$ cat config.mk
export PLATFORM = sky130hd
export DESIGN_NAME = irq_l2_agg
export DESIGN_NICKNAME = d
export VERILOG_FILES = /design/src/rtl/irq_l2_pkg.sv /design/src/rtl/irq_l2_decode.sv /design/src/rtl/irq_l2_edge.sv /design/src/rtl/irq_l2_bank.sv /design/src/rtl/irq_l2_agg.sv
export SDC_FILE = /design/constraint.sdc
export NUM_CORES = 1
export LEC_CHECK = 0
export ABC_AREA = 1
export ABC_CLOCK_PERIOD_IN_PS = 1750
export CORE_AREA = 2 2 89 112
export CTS_BUF_LIST = sky130_fd_sc_hd__clkbuf_4
export DETAILED_ROUTE_END_ITERATION = 7
export DIE_AREA = 0 0 91 114
export DONT_BUFFER_PORTS = 1
export GPL_ROUTABILITY_DRIVEN = 0
export PLACE_DENSITY = 0.7
export SLEW_MARGIN = 10
export SYNTH_ARGS = -nofsm -noshare
export SYNTH_HDL_FRONTEND = slang
export SYNTH_SLANG_ARGS = --single-unit
$ cat constraint.sdc
create_clock -name clk_i -period 1.75 [get_ports clk_i]
set_input_delay 0.525 -clock clk_i [delete_from_list [all_inputs] [get_ports clk_i]]
set_output_delay 0.525 -clock clk_i [all_outputs]
set_load 0.03 [all_outputs]
$ cat src/rtl/irq_l2_pkg.sv
package irq_l2_pkg;

  localparam int unsigned NSRC = 32;

  typedef logic [NSRC-1:0] irq_vec_t;

  // Word index of each register (byte offset divided by four)
  localparam int unsigned IDX_ST_RD  = 0;
  localparam int unsigned IDX_ST_SET = 1;
  localparam int unsigned IDX_ST_CLR = 2;
  localparam int unsigned IDX_MK_RD  = 3;
  localparam int unsigned IDX_MK_SET = 4;
  localparam int unsigned IDX_MK_CLR = 5;
  localparam int unsigned NUM_IDX    = 6;

  typedef struct packed {
    logic st_set;
    logic st_clr;
    logic mk_set;
    logic mk_clr;
  } wr_strobe_t;

  typedef enum logic [1:0] {
    RSEL_ZERO = 2'd0,
    RSEL_STAT = 2'd1,
    RSEL_MASK = 2'd2
  } rd_sel_e;

  // Hardware edges win over the software clear
  function automatic irq_vec_t f_status_next(input irq_vec_t cur,
                                             input irq_vec_t sw_set,
                                             input irq_vec_t sw_clr,
                                             input irq_vec_t hw_rise);
    return (cur & ~sw_clr) | sw_set | hw_rise;
  endfunction

  function automatic irq_vec_t f_mask_next(input irq_vec_t cur,
                                           input irq_vec_t dis,
                                           input irq_vec_t ena);
    return (cur | dis) & ~ena;
  endfunction

  function automatic logic f_any_live(input irq_vec_t stat,
                                      input irq_vec_t mask);
    return |(stat & ~mask);
  endfunction

endpackage

$ cat src/rtl/irq_l2_decode.sv
module irq_l2_decode
  import irq_l2_pkg::*;
#(
  parameter int unsigned ADDR_W = 5
) (
  input  logic              wr_i,
  input  logic [ADDR_W-1:0] addr_i,
  output wr_strobe_t        strobe_o,
  output rd_sel_e           rsel_o
);

  localparam int unsigned IDX_W = ADDR_W - 2;

  logic             aligned_w;
  logic [IDX_W-1:0] idx_w;
  logic [NUM_IDX-1:0] hit_w;

  assign aligned_w = (addr_i[1:0] == 2'b00);
  assign idx_w     = addr_i[ADDR_W-1:2];

  for (genvar k = 0; k < NUM_IDX; k++) begin : g_hit
    assign hit_w[k] = aligned_w && (idx_w == IDX_W'(k));
  end

  assign strobe_o.st_set = wr_i && hit_w[IDX_ST_SET];
  assign strobe_o.st_clr = wr_i && hit_w[IDX_ST_CLR];
  assign strobe_o.mk_set = wr_i && hit_w[IDX_MK_SET];
  assign strobe_o.mk_clr = wr_i && hit_w[IDX_MK_CLR];

  always_comb begin
    rsel_o = RSEL_ZERO;
    if (hit_w[IDX_ST_RD]) rsel_o = RSEL_STAT;
    if (hit_w[IDX_MK_RD]) rsel_o = RSEL_MASK;
  end

endmodule

$ cat src/rtl/irq_l2_edge.sv
module irq_l2_edge
  import irq_l2_pkg::*;
(
  input  logic     clk_i,
  input  logic     rst_ni,
  input  irq_vec_t src_i,
  output irq_vec_t rise_o
);

  for (genvar b = 0; b < NSRC; b++) begin : g_cell
    logic prev_q;
    always_ff @(posedge clk_i or negedge rst_ni) begin
      if (!rst_ni) prev_q <= 1'b0;
      else         prev_q <= src_i[b];
    end
    assign rise_o[b] = src_i[b] & ~prev_q;
  end

endmodule

$ cat src/rtl/irq_l2_bank.sv
module irq_l2_bank
  import irq_l2_pkg::*;
(
  input  logic       clk_i,
  input  logic       rst_ni,
  input  wr_strobe_t strobe_i,
  input  rd_sel_e    rsel_i,
  input  irq_vec_t   wdata_i,
  input  irq_vec_t   rise_i,
  output irq_vec_t   status_o,
  output irq_vec_t   mask_o,
  output irq_vec_t   rdata_o
);

  irq_vec_t status_q, mask_q;
  irq_vec_t sw_set_w, sw_clr_w, mk_dis_w, mk_ena_w;

  assign sw_set_w = strobe_i.st_set ? wdata_i : '0;
  assign sw_clr_w = strobe_i.st_clr ? wdata_i : '0;
  assign mk_dis_w = strobe_i.mk_set ? wdata_i : '0;
  assign mk_ena_w = strobe_i.mk_clr ? wdata_i : '0;

  always_ff @(posedge clk_i or negedge rst_ni) begin
    if (!rst_ni) begin
      status_q <= '0;
      mask_q   <= '1;
    end else begin
      status_q <= f_status_next(status_q, sw_set_w, sw_clr_w, rise_i);
      mask_q   <= f_mask_next(mask_q, mk_dis_w, mk_ena_w);
    end
  end

  always_comb begin
    unique case (rsel_i)
      RSEL_STAT: rdata_o = status_q;
      RSEL_MASK: rdata_o = mask_q;
      default:   rdata_o = '0;
    endcase
  end

  assign status_o = status_q;
  assign mask_o   = mask_q;

endmodule

$ cat src/rtl/irq_l2_agg.sv
module irq_l2_agg
  import irq_l2_pkg::*;
#(
  parameter int unsigned ADDR_W = 5
) (
  input  logic              clk_i,
  input  logic              rst_ni,
  input  logic [NSRC-1:0]   src_i,
  input  logic              reg_wr_i,
  input  logic [ADDR_W-1:0] reg_addr_i,
  input  logic [NSRC-1:0]   reg_wdata_i,
  output logic [NSRC-1:0]   reg_rdata_o,
  output logic              irq_o
);

  wr_strobe_t strobe_w;
  rd_sel_e    rsel_w;
  irq_vec_t   rise_w;
  irq_vec_t   status_w;
  irq_vec_t   mask_w;
  logic       irq_q;

  irq_l2_decode #(.ADDR_W(ADDR_W)) u_dec (
    .wr_i     (reg_wr_i),
    .addr_i   (reg_addr_i),
    .strobe_o (strobe_w),
    .rsel_o   (rsel_w)
  );

  irq_l2_edge u_edge (
    .clk_i  (clk_i),
    .rst_ni (rst_ni),
    .src_i  (src_i),
    .rise_o (rise_w)
  );

  irq_l2_bank u_bank (
    .clk_i    (clk_i),
    .rst_ni   (rst_ni),
    .strobe_i (strobe_w),
    .rsel_i   (rsel_w),
    .wdata_i  (reg_wdata_i),
    .rise_i   (rise_w),
    .status_o (status_w),
    .mask_o   (mask_w),
    .rdata_o  (reg_rdata_o)
  );

  always_ff @(posedge clk_i or negedge rst_ni) begin
    if (!rst_ni) irq_q <= 1'b0;
    else         irq_q <= f_any_live(status_w, mask_w);
  end

  assign irq_o = irq_q;

endmodule

# Word-level counts from Yosys, hierarchy flattened
# Index checks and enable logic that the tools add are counted.
[classes]
reduce_logical = 13
n_bitwise = 73
muxes = 7
eq_ne = 7
[op_table]
columns = ["op", "n"]
rows = [
  ["2-to-1 mux 32 bit", 4],
  ["AND 32 bit", 3],
  ["inverter 32 bit", 3],
  ["OR 32 bit", 3],
  ["case mux 32 bit (2 select lines)", 1],
  ["AND 1 bit", 32],
  ["inverter 1 bit", 32],
  ["OR reduction 32 bit", 1],
  ["logical AND 1 bit", 10],
  ["equality test 3 x 2 -> 1 bit, second input constant", 2],
  ["equality test 3 bit, second input constant", 2],
  ["equality test 3 x 1 -> 1 bit, second input constant", 1],
  ["logical NOT 3 bit", 1],
  ["equality test 2 x 1 -> 1 bit, second input constant", 1],
  ["equality test 2 bit, second input constant", 1],
  ["logical NOT 2 bit", 1],
  ["2-to-1 mux 2 bit", 1],
  ["2-to-1 mux 1 bit", 1],
]
[totals]
word_cells = 135
input_bits = 72
out_inout_bits = 33
reg_bits = 97

# Logic depth before layout (Yosys ltp)
[logic_depth]
depth_word = 8
ltp_mapped = 7
depth_no_buf = 7

# Cells and area by module
# Synthesis repeated with hierarchy kept, for this count alone.
[hier_totals]
hier_cells = 715
hier_area_um2 = 5173.7
[modules_own_cells]
columns = ["module", "instances", "seq_area_each_um2", "cells_per_inst", "area_per_inst_um2"]
rows = [
  ["irq_l2_bank", 1, 1641.6, 505, 3597.2],
  ["irq_l2_edge", 1, 800.8, 96, 1121.1],
  ["irq_l2_agg", 1, 25.0, 93, 374.1],
  ["irq_l2_decode", 1, 0.0, 21, 81.3],
]

# Worst setup path after synthesis
# No wires, ideal clock.
[synth_path]
kind = "input port to output port"
start = "input reg_addr_i[1]"
end = "output reg_rdata_o[0]"
slack_ps = -294
required_ps = 1225
arrival_time_ps = 1519
path_buffers = 1
path_stages = 4
cell_sequence = "nor3_2 nand3_1 buf_2 o22ai_1"
[synth_via]
elab_chain_cells = 6
word_cells_on_any_way = 8
cone_classes = "eq/ne: 2; mux: 3; reduce/logical: 3"
[synth_rtl]
columns = ["element", "line", "rtl"]
rows = [
  ["start: declaration", "irq_l2_agg.sv:10", "input logic [ADDR_W-1:0] reg_addr_i,"],
  ["logical NOT 2 bit (*)", "irq_l2_decode.sv:18", "assign aligned_w = (addr_i[1:0] == 2'b00);"],
  ["logical AND 1 bit", "irq_l2_decode.sv:22", "assign hit_w[k] = aligned_w && (idx_w == IDX_W'(k));"],
  ["2-to-1 mux 1 bit", "irq_l2_decode.sv:32", "if (hit_w[IDX_ST_RD]) rsel_o = RSEL_STAT;"],
  ["2-to-1 mux 2 bit (*)", "irq_l2_decode.sv:33", "if (hit_w[IDX_MK_RD]) rsel_o = RSEL_MASK;"],
  ["equality test 2 bit or equality test 2 x 1 -> 1 bit (tied branches)", "irq_l2_bank.sv:34", "unique case (rsel_i)"],
  ["case mux 32 bit (2 select lines) (*)", "irq_l2_bank.sv:34", ""],
  ["end: declaration", "irq_l2_agg.sv:12", "output logic [NSRC-1:0] reg_rdata_o,"],
]
# Mark *: on every way between the ends. The rest lies on a longest branch, timed or not.

# Final worst setup path
[layout_path]
start = "input reg_addr_i[1]"
end = "output reg_rdata_o[11]"
# Same word-level chain as after synthesis.

==> metrics.txt <==
status=complete, but fails checks; failing checks=hold timing, setup timing; DRC Markers=0; Max-Cap Viols=0; post-synthesis sequential area ratio=54.4%; Syn. warnings=0; Syn Inst Count=576; number of buffers created by CTS=9; max-slew violations=0; vias in the first global route=3727; Root Buffer=clkbuf_4; critical-path maximum fanout=16; final-stage net count=690; drt first pass iters=4; final setup vio count=32; commonest cells after routing, fill and taps aside=nor2_1, inv_1, nand2_1; total track usage=21.8%; Rows=40; initial antenna violation count=0; CP Class=primary input to output pin; switching part of the total=27.5%; fin crit share=112%; post-synthesis mux area share=0%; synth-to-layout area growth=24.2%; main combinational cell family by area after synthesis=simple AND/OR/NAND/NOR gates; Synth Cell Area=0.00453 sq mm; vias per cell=5.02; number of hold violations in the final report=97; RSZ-0062 raised after global routing=yes; first-pass GRT wire length=17600 microns; Setup crit end kind=output pin; Switch Pwr=1.24 mW; min cycle time layout=1.96 ns; clk_lat worst skew=0.45 ns; worst path arrival time=1.43 ns; Clock power frac=25.1%; post-route ant nets=0; Worst Skew=0.0140 ns; # clock sinks=97; ant diodes=0; Initial Util=48.2%; total power=4.51 mW; adder-cell share of the synthesized area=0%; clk buf depth=2; die height=114 microns; Max VDD drop=429 uV; Seq pwr share=59.2%; DR iter-0 viols=175; Yosys top cell by area=dfrtp_1; Slew HR=75.8%; Synth Area in Compound Gates=15.4%; Die X=91 microns; largest net degree at the start of global routing=98; XOR/XNOR Fraction of Synth Area=0%; top cells by area, synth=dfrtp_1, dfstp_2, inv_1; I/O Buffers=0; via count=3753; Final WS setup=-0.208 ns; Hold Path Class=primary input to asynchronous set/reset pin; area of the die=0.0104 sq mm; CP cell instances=nor3_4 > nand3_4 > buf_12 > o22ai_4 > buf_6; core footprint=0.00941 sq mm; grt ovf=0; Worst Path Buf+Inv=2; layout cells sized above 1=25.7%; clk slew on worst S/H paths=0.14 ns; Critical Path Source Type=primary input; worst hold slack=-0.258 ns; Net Count, Synth=648; Distinct cells, synth=16; combinational power share=15.7%; I/O pins=105; commonest non-fill, non-tap cell in the layout=nor2_1; critical path's slowest cell=nor3_4; Required @ worst endpoint=1.22 ns; CP delay by family, top=simple AND/OR/NAND/NOR gates; htree depth=3; static leakage=2.86 nW; Yosys reg bits=97; Fmax=511 MHz; slowest cell delay on critical path=0.23 ns; Routed wire per std cell=15.3 microns; Post-Route WL=11400 microns; top-area cell type share of the netlist area=35.9%; fill count=849; dpl hpwl=7280 microns; Simple-Gate Fraction of Synth Area=17.0%; Worst-Margin Slew=0.364 ns; P_int=3.27 mW; Avg Cell Area, Syn=7.87 sq um; pwr dens=801 mW/mm^2; CTS tree=done
## power groups by stage
stage	clock network, mW	logic, mW	registers (mW)
5_1_grt	1.28	0.798	2.69
2_1_floorplan	0	0.512	2.66
3_5_place_dp	0	0.626	2.69
6_report	1.13	0.709	2.67
3_3_place_gp	0	0.604	2.67
4_1_cts	1.19	0.677	2.67
## repair_timing
item,CTS,global route
gates cloned,0,2
endpoints found under the setup margin,32,32
resized for setup,63,6
endpoints found under the hold margin,97,97
pin swaps,6,1
setup buffers,3,3
## area by class of cell
class | instances | area (sq um) | share of cell area, %
clock buffer | 10 | 75.1 | 1.33
clock inverter | 5 | 47.5 | 0.844
inverter | 131 | 492 | 8.73
multi-input combinational | 330 | 1810 | 32.1
sequential | 97 | 2470 | 43.8
tap | 126 | 158 | 2.80
timing repair buffer | 49 | 584 | 10.4
## final timing paths
path	from	end	slack, ns	cells past startpoint
worst max-delay path	reg_addr_i[1]	reg_rdata_o[11]	-0.21	5
worst max register to register	u_bank.mask_o[9]	irq_o	0.46	8
min in group clk_i	src_i[25]	u_edge.g_cell[25].prev_q	0.08	0
worst min-delay path	rst_ni	u_bank.status_o[23]	-0.26	0
max in group asynchronous	rst_ni	u_bank.mask_o[7]	1.74	0
worst min register to register	u_bank.status_o[2]	u_bank.status_o[2]	0.52	2
## cell usage after synthesis
cell and number:
nor2_4 1, inv_1 131, nor2_2 2, o21ai_0 35, nand4_1 1, nand2_1 83
nand3_1 3, o22ai_1 32, nor2_1 108, nor3_2 1, clkbuf_2 3, dfstp_2 32
a21oi_1 64, dfrtp_1 65, buf_2 9, buf_4 6
## metal layers
metal	vias up	global-route usage, %	wire length (microns)
li1	1856	-	-
met1	1763	26.1	4720
met2	115	37.6	5750
met3	19	5.35	670
met4	0	9.49	286
met5	-	0	0
## through the flow
| step | setup TNS, ns | cells | instance area, sq um | setup slack (ns) | util, % |
|---|---|---|---|---|---|
| global route | -6.16 | 748 | 5630 | -0.230 | 59.8 |
| global placement | -4.52 | 725 | 5240 | -0.162 | 55.7 |
| detailed placement | -5.05 | 725 | 5240 | -0.189 | 55.7 |
| CTS | -4.67 | 743 | 5530 | -0.178 | 58.7 |
| finish | -5.38 | 748 | 5630 | -0.208 | 59.8 |
| floorplan | -3.05 | 576 | 4820 | -0.127 | - |
## logic make-up after synthesis
logic type | Yosys count
AOI/OAI and AO/OA | 131
and+or+nand+nor | 199
DFF | 97
buffers and inverters | 149
## sequential cells by signal (all words and copies together), names as in the netlist
register and flops:
irq_o 1, u_bank.mask_o 32, u_bank.status_o 32, u_edge.g_cell.prev_q 32
## worst register-to-register path, cell delays in order (launching register included)
cell,delay (ns)
dfstp_2,0.56
inv_2,0.05
buf_4,0.12
nand2_1,0.04
nand2_1,0.04
nor2_1,0.15
nand2_1,0.08
nor2_1,0.10
nand2_1,0.05
(Power assumes the default switching activity.)
